$ cat config.mk
export PLATFORM = sky130hd
export DESIGN_NAME = status_rd_port
export DESIGN_NICKNAME = d
export VERILOG_FILES = /design/src/rtl/status_rd_pkg.sv /design/src/rtl/status_rd_sync.sv /design/src/rtl/status_rd_decode.sv /design/src/rtl/status_rd_seq.sv /design/src/rtl/status_rd_port.sv
export SDC_FILE = /design/constraint.sdc
export NUM_CORES = 1
export LEC_CHECK = 0
export BUFFER_PORTS_ARGS = -buffer_cell sky130_fd_sc_hd__buf_4
export CORE_MARGIN = 2
export CORE_UTILIZATION = 45
export CTS_CLUSTER_DIAMETER = 30
export DETAILED_ROUTE_END_ITERATION = 7
export PLACE_DENSITY = 0.74
export SLEW_MARGIN = 10
export SYNTH_ARGS = -nofsm -noshare
export SYNTH_HDL_FRONTEND = slang
export SYNTH_HIERARCHICAL = 1
export SYNTH_SLANG_ARGS = --single-unit
$ cat constraint.sdc
create_clock -name clk -period 1.9 [get_ports clk]
set_clock_uncertainty 0.2 [all_clocks]
set_input_delay 0.19 -clock clk [delete_from_list [all_inputs] [get_ports clk]]
set_output_delay 0.19 -clock clk [all_outputs]
set_load 0.05 [all_outputs]
$ cat src/rtl/status_rd_pkg.sv
package status_rd_pkg;

    localparam int STS_BITS  = 4;
    localparam int BYTE_BITS = 8;

    typedef enum logic [1:0] {
        RP_IDLE  = 2'd0,
        RP_TURN  = 2'd1,
        RP_DRIVE = 2'd2,
        RP_REL   = 2'd3
    } rp_state_e;

endpackage

$ cat src/rtl/status_rd_sync.sv
module status_rd_sync #(
    parameter int             W       = 5,
    parameter int             STAGES  = 2,
    parameter logic [W-1:0]   RST_VAL = '0
) (
    input  logic         clk,
    input  logic         rst_n,
    input  logic [W-1:0] async_i,
    output logic [W-1:0] sync_o
);

    logic [W-1:0] stage_q [STAGES];
    logic [W-1:0] stage_d [STAGES];

    always_comb begin
        stage_d[0] = async_i;
        for (int i = 1; i < STAGES; i++) begin
            stage_d[i] = stage_q[i-1];
        end
    end

    generate
        for (genvar g = 0; g < STAGES; g++) begin : g_stage
            always_ff @(posedge clk or negedge rst_n) begin
                if (!rst_n) stage_q[g] <= RST_VAL;
                else        stage_q[g] <= stage_d[g];
            end
        end
    endgenerate

    assign sync_o = stage_q[STAGES-1];

endmodule

$ cat src/rtl/status_rd_decode.sv
module status_rd_decode #(
    parameter logic [1:0] MATCH_ADDR = 2'b01
) (
    input  logic       clk,
    input  logic       rst_n,
    input  logic       rd_n_i,
    input  logic       sel_n_i,
    input  logic       aen_i,
    input  logic [1:0] addr_i,
    output logic       start_o
);

    typedef struct packed {
        logic rd_prev;
    } dec_t;

    dec_t dec_d, dec_q;

    always_comb begin
        dec_d         = dec_q;
        dec_d.rd_prev = rd_n_i;
        start_o = dec_q.rd_prev && !rd_n_i && !sel_n_i && !aen_i
                  && (addr_i == MATCH_ADDR);
    end

    always_ff @(posedge clk or negedge rst_n) begin
        if (!rst_n) dec_q <= '{rd_prev: 1'b1};
        else        dec_q <= dec_d;
    end


    start_on_fall_chk: assert property (@(posedge clk) disable iff (!rst_n)
        start_o |=> (!dec_q.rd_prev && !start_o));

endmodule

$ cat src/rtl/status_rd_seq.sv
module status_rd_seq #(
    parameter int STS_W  = status_rd_pkg::STS_BITS,
    parameter int DATA_W = status_rd_pkg::BYTE_BITS
) (
    input  logic              clk,
    input  logic              rst_n,
    input  logic              start_i,
    input  logic              rd_n_i,
    input  logic              drq_i,
    input  logic              irq_i,
    input  logic              wr_en_i,
    input  logic [STS_W-1:0]  wr_val_i,
    output logic              dir_o,
    output logic              oe_o,
    output logic [DATA_W-1:0] data_o
);
    import status_rd_pkg::*;

    localparam int IRQ_POS = STS_W;
    localparam int DRQ_POS = STS_W + 1;

    typedef struct packed {
        rp_state_e         st;
        logic [STS_W-1:0]  sts;
        logic [DATA_W-1:0] data;
    } seq_t;

    seq_t seq_d, seq_q;
    logic [STS_W-1:0]  sts_now;
    logic [DATA_W-1:0] packed_byte;

    always_comb begin
        sts_now                = wr_en_i ? wr_val_i : seq_q.sts;
        packed_byte            = '0;
        packed_byte[STS_W-1:0] = sts_now;
        packed_byte[IRQ_POS]   = irq_i;
        packed_byte[DRQ_POS]   = drq_i;

        seq_d     = seq_q;
        seq_d.sts = sts_now;
        case (seq_q.st)
            RP_IDLE: begin
                seq_d.data = '0;
                if (start_i) seq_d.st = RP_TURN;
            end
            RP_TURN: begin
                seq_d.data = packed_byte;
                seq_d.st   = RP_DRIVE;
            end
            RP_DRIVE: begin
                if (rd_n_i) begin
                    seq_d.data = '0;
                    seq_d.st   = RP_REL;
                end
            end
            default: begin
                seq_d.data = '0;
                seq_d.st   = RP_IDLE;
            end
        endcase
    end

    always_ff @(posedge clk or negedge rst_n) begin
        if (!rst_n) seq_q <= '{st: RP_IDLE, sts: '0, data: '0};
        else        seq_q <= seq_d;
    end

    assign dir_o  = (seq_q.st != RP_IDLE);
    assign oe_o   = (seq_q.st == RP_DRIVE);
    assign data_o = seq_q.data;


    oe_needs_dir_chk: assert property (@(posedge clk) disable iff (!rst_n)
        oe_o |-> dir_o);

    dir_leads_oe_chk: assert property (@(posedge clk) disable iff (!rst_n)
        $rose(oe_o) |-> $past(dir_o));

    oe_leads_release_chk: assert property (@(posedge clk) disable iff (!rst_n)
        $fell(dir_o) |-> !$past(oe_o));

    data_hold_chk: assert property (@(posedge clk) disable iff (!rst_n)
        (oe_o && $past(oe_o)) |-> $stable(data_o));

    quiet_bus_chk: assert property (@(posedge clk) disable iff (!rst_n)
        !oe_o |-> (data_o == '0));

    top_bits_zero_chk: assert property (@(posedge clk) disable iff (!rst_n)
        oe_o |-> (data_o[DATA_W-1:DRQ_POS+1] == '0));

endmodule

$ cat src/rtl/status_rd_port.sv
module status_rd_port (
    input  logic       clk,
    input  logic       rst_n,
    input  logic       bus_rd_n,
    input  logic       bus_sel_n,
    input  logic       bus_aen,
    input  logic [1:0] bus_addr,
    input  logic       drq_lvl,
    input  logic       irq_lvl,
    input  logic       sts_wr_en,
    input  logic [3:0] sts_wr_val,
    output logic       xcvr_dir,
    output logic       data_oe,
    output logic [7:0] data_out
);
    import status_rd_pkg::*;

    localparam int SYNC_W      = 5;
    localparam int SYNC_STAGES = 2;
    // bit order: addr[1:0], aen, sel_n, rd_n ; strobes idle high
    localparam logic [SYNC_W-1:0] SYNC_RST = 5'b00011;

    logic [SYNC_W-1:0] raw_bus, syn_bus;
    logic              start;

    assign raw_bus = {bus_addr, bus_aen, bus_sel_n, bus_rd_n};

    status_rd_sync #(
        .W       (SYNC_W),
        .STAGES  (SYNC_STAGES),
        .RST_VAL (SYNC_RST)
    ) u_sync (
        .clk     (clk),
        .rst_n   (rst_n),
        .async_i (raw_bus),
        .sync_o  (syn_bus)
    );

    status_rd_decode #(
        .MATCH_ADDR (2'b01)
    ) u_decode (
        .clk     (clk),
        .rst_n   (rst_n),
        .rd_n_i  (syn_bus[0]),
        .sel_n_i (syn_bus[1]),
        .aen_i   (syn_bus[2]),
        .addr_i  (syn_bus[4:3]),
        .start_o (start)
    );

    status_rd_seq #(
        .STS_W  (STS_BITS),
        .DATA_W (BYTE_BITS)
    ) u_seq (
        .clk      (clk),
        .rst_n    (rst_n),
        .start_i  (start),
        .rd_n_i   (syn_bus[0]),
        .drq_i    (drq_lvl),
        .irq_i    (irq_lvl),
        .wr_en_i  (sts_wr_en),
        .wr_val_i (sts_wr_val),
        .dir_o    (xcvr_dir),
        .oe_o     (data_oe),
        .data_o   (data_out)
    );

endmodule

# Word level (Yosys, flattened, before mapping)
# Cells that the tools add are included.
# word_totals
register_bits	25
n_memories	0
mem_bits_rw	0
input_bits	14
romBits	0
word_cells	27
latch_bits	0
output_inout_bits	10
# classes
addsub	0
reduce_logical	10
n_lt_le_gt_ge	0
shift	0
mul	0
div_mod_pow	0
n_eq_ne	5
n_bitwise	0
n_mux	6
# ops
cell	count
8-bit one-hot mux with 2 select lines	1
8-bit 2-to-1 mux	1
2-bit one-hot mux with 3 select lines	1
2-bit by 1-bit == test with 1-bit output, second input constant	2
1-bit logical AND	4
2-bit 2-to-1 mux	2
4-bit 2-to-1 mux	1
1-bit zero test	3
2-bit == test, second input constant	1
2-bit zero test	1
2-bit by 1-bit != test with 1-bit output, second input constant	1
2-bit != test, second input constant	1
2-bit AND reduction	1
2-bit nonzero test	1

# Depth between registers and ports, before layout
# depth
ltp_word	7
depth_mapped	6
mapped_depth_nobuf	5

# By module
# Netlist, hierarchy kept.
# by_module_without_submodules
mod	area_each_um2	n_inst	cells_each	seq_area_each_um2
status_rd_seq	605.6	1	55	300.3
status_rd_sync	255.2	1	10	255.2
status_rd_decode	47.5	1	3	26.3

# Least setup slack after synthesis
# Ideal clock, no wire load.
# synth_path
path_kind	register -> register
start	register u_seq/seq_q[12] in the netlist's numbering
end	register u_seq/seq_q[13] in the netlist's numbering
period_less_slack_ns	1.877
path_buffers	0
setup_ns	0.125
slack_ns	0.023
t_arrival_ns	1.552
path_stages_with_launch	6
t_required_ns	1.575
path_cell_list	dfrtp_1 -> inv_1 -> ha_1 -> nor2b_4 -> a21oi_2 -> mux2_4
# synth_between
elab_chain_len	3
word_cells_on_any_way	7
classes_between	eq/ne: 4; mux: 1; reduce/logical: 2
# synth_rtl
item	line	rtl
from (decl)	status_rd_seq.sv:28	seq_t seq_d, seq_q;
from (signal assigned)	status_rd_seq.sv:64	if (!rst_n) seq_q <= '{st: RP_IDLE, sts: '0, data: '0};
from (signal assigned)	status_rd_seq.sv:65	else seq_q <= seq_d;
2-bit == test (*)	--	
named net data_oe	status_rd_port.sv:13	output logic data_oe,
2-bit by 1-bit != test with 1-bit output (no line)	--	
2-bit AND reduction (no line)	--	
# Mark *: on every way through the listed nets, which the timed path passes. The rest lies on a longest branch.
# A chain may end at the register's enable or synchronous reset.

==> results by group <==
Power
  – Final Power: 1.496 mW
  – P_leak: 0.5750 nW
  – Max VDD drop: around 640 uV
  – PwrDens: around 1200 nW/um^2

Routing
  – Post-DR wirelength/cell: between 10 and 15 microns
  – DRC: 0
  – Total Wirelength: 1407 microns
  – Antenna Violating Nets Remaining: 0
  – Vias: 563
  – Via/cell ratio: 4.364
  – DR iter-0 viols: 0
  – Drt first pass iters: 1

Floorplanning
  – I/O Pins: 24
  – Die X: 48.93 microns
  – Row count: 16
  – Initial Util: 46.78%
  – Core area: 1942 sq um
  – Die area: 2394 sq um
  – Die Span Y: between 40 and 50 microns

STA
  – Final Hold Fails: 0
  – Setup-failing EPs final: 0
  – RSZ-0062 raised after global routing: false
  – Final Cycle Share: 91.20%
  – Slew Viols, Final: 0
  – Setup_tns: 0 ns
  – Highest clock rate: 577.1 MHz
  – Final min period: approximately 1.7 ns

Place
  – I/O Buffers: 21
  – GP Congestion: 0.6289
  – DPL Wire Length: 960.9 microns

Run status
  – Status: finished clean

Setup path
  – Worst reg2reg path depth: 5
  – Reg-to-reg setup timing slack: just under 0.3 ns
  – Worst-path fanout max: 2
  – RR Endpoint: u_seq/seq_q[13]
  – CP endpoint kind: flop
  – Critical path arrival: 1.72 ns
  – CP required: 1.89 ns
  – Crit Path Class: in2reg
  – RR Startpoint: u_decode/dec_q
  – Crit path launch type: primary input

Hold path
  – Hold Path Class: in2async

CTS
  – Worst-path clk slew: 0.11 ns
  – Clock Sinks: 23
  – Clk_lat worst skew: 0.29 ns
  – CTS tree: yes
  – CTS HTree Levels: 1
  – CTS max path bufs: 2
  – Inserted Clock Buffers: 3
  – Clk root buf: clkbuf_4

Synth
  – Sequential fraction of the synthesis area: 64.05%
  – Ranking of synthesized cells by area: dfrtp_1 50%, dfstp_2 14%, buf_4 7.4%
  – Syn avg cell area: between 10 and 15 sq um
  – Mapped Area: 908.4 sq um
  – Count of cell types in the netlist: 16
  – Yosys top cell area share: between 40% and 50%
  – Seq cells post-synth: 23
  – Post-Syn Instances: 68
  – Area leader, netlist: dfrtp_1
  – Synth warn: 6

GRT
  – Vias in the first global route: around 570
  – Initial antenna violation count: 0
  – Remaining global-route overflow: 0
  – Largest net degree at the start of global routing: 24
  – Total GRT Usage: 13.56%
  – First-pass GRT wire length: 2401 microns

Finish
  – Area of the multi-input gates: 247.7 sq um
  – Layout area overhead: 35.40%
  – Share of cells above drive strength 1: between 40 and 50%
  – Storage cell area: 581.8 sq um
  – Filler Cells Inserted: ~160
  – Fin nets: 120
  – Diodes inserted: 0

Run
  – Max-Cap Viols: 0
==> through the flow <==
stage / hold WS [ns] / setup slack (ns) / util [%] / instances / area (sq um)
finish: 0.09782 / 0.1672 / 63.34 / 129 / 1230
global route: 0.1107 / 0.1578 / 63.34 / 129 / 1230
CTS: 0.08316 / 0.2232 / 63.34 / 129 / 1230
detailed placement: -0.1076 / 0.2876 / 53.74 / 109 / 1044
global placement: -0.1128 / 0.3555 / 53.74 / 109 / 1044
floorplan: -0.3056 / 0.02277 / - / 69 / 912.1
==> kinds of logic after synthesis <==
| logic type | share of synthesized area [%] |
|---|---|
| adder cells (fa/ha/maj) | 4.133 |
| AO/OA/AOI/OAI | 6.887 |
| AND/OR/NAND/NOR | 8.815 |
| other | 0.4128 |
| multiplexers | 6.611 |
| buffers and inverters | 9.090 |
| flip-flops | 64.05 |
==> sequential cells by signal (all words and copies together) (netlist names) <==
| register | cells |
|---|---|
| u_sync/sync_o | 5 |
| u_decode/dec_q | 1 |
| u_seq/data_o | 6 |
| u_sync/stage_d | 5 |
| u_seq/seq_q | 6 |
==> cell type report <==
cell class              instances  area share (%)
well taps                      27           2.747
multi-input cells              33           20.14
flip-flops and latches         23           47.30
repair buffers                 38           26.45
clock buffers                   4           2.136
inverters                       4           1.221
==> worst max-delay path: stages <==
cell and delay (ns):
dlygate4sd3_1 0.56, buf_4 0.14, mux2_2 0.27, dlygate4sd3_1 0.56
==> worst max-delay path by stage <==
stage               startpoint              end  slack [ns]  cells after the start
2_1_floorplan  u_seq/seq_q[12]  u_seq/seq_q[13]        0.02                      5
3_3_place_gp    u_decode/dec_q  u_seq/seq_q[13]        0.36                      5
3_5_place_dp    u_decode/dec_q  u_seq/seq_q[13]        0.29                      5
4_1_cts        u_seq/seq_q[13]         xcvr_dir        0.22                      4
5_1_grt          sts_wr_val[1]   u_seq/seq_q[9]        0.16                      4
6_report         sts_wr_val[3]  u_seq/seq_q[11]        0.17                      4
==> synthesized netlist by cell type, drive strengths merged <==
| library cell | number |
|---|---|
| nor2b | 1 |
| nand4bb | 1 |
| a21oi | 1 |
| nor3 | 1 |
| o21ai | 6 |
| conb | 1 |
| ha | 3 |
| dfrtp | 18 |
| inv | 4 |
| o22a | 1 |
| buf | 9 |
| nand2 | 12 |
| mux2 | 5 |
| dfstp | 5 |
==> cell usage in the layout, fill, tap and decap left out, types with 3 or more instances in the layout <==
cell type,n
o21ai_2,4
nand2_1,12
buf_4,22
dlygate4sd3_1,16
clkbuf_4,3
dfstp_2,5
dfrtp_1,18
ha_1,3
mux2_2,4
inv_1,4
==> report_power, final <==
part | switching, mW | internal [mW] | total (mW)
Sequential | 0.0413 | 0.574 | 0.616
Clock | 0.128 | 0.0817 | 0.210
Combinational | 0.408 | 0.262 | 0.670
Total | 0.577 | 0.918 | 1.50
==> layer usage <==
metal	part of all wire (%)	global-route usage (%)
met5	0	0
met4	1.9	7.143
met3	3.2	1.840
met2	55	25.80
met1	40	14.34
==> timing repair <==
action                    4_1_cts  5_1_grt
hold endpoints to repair       34        0
buffers inserted                0        0
resized for setup               0        0
hold buffers                   16        0
Power figures use the tool's default switching activity.
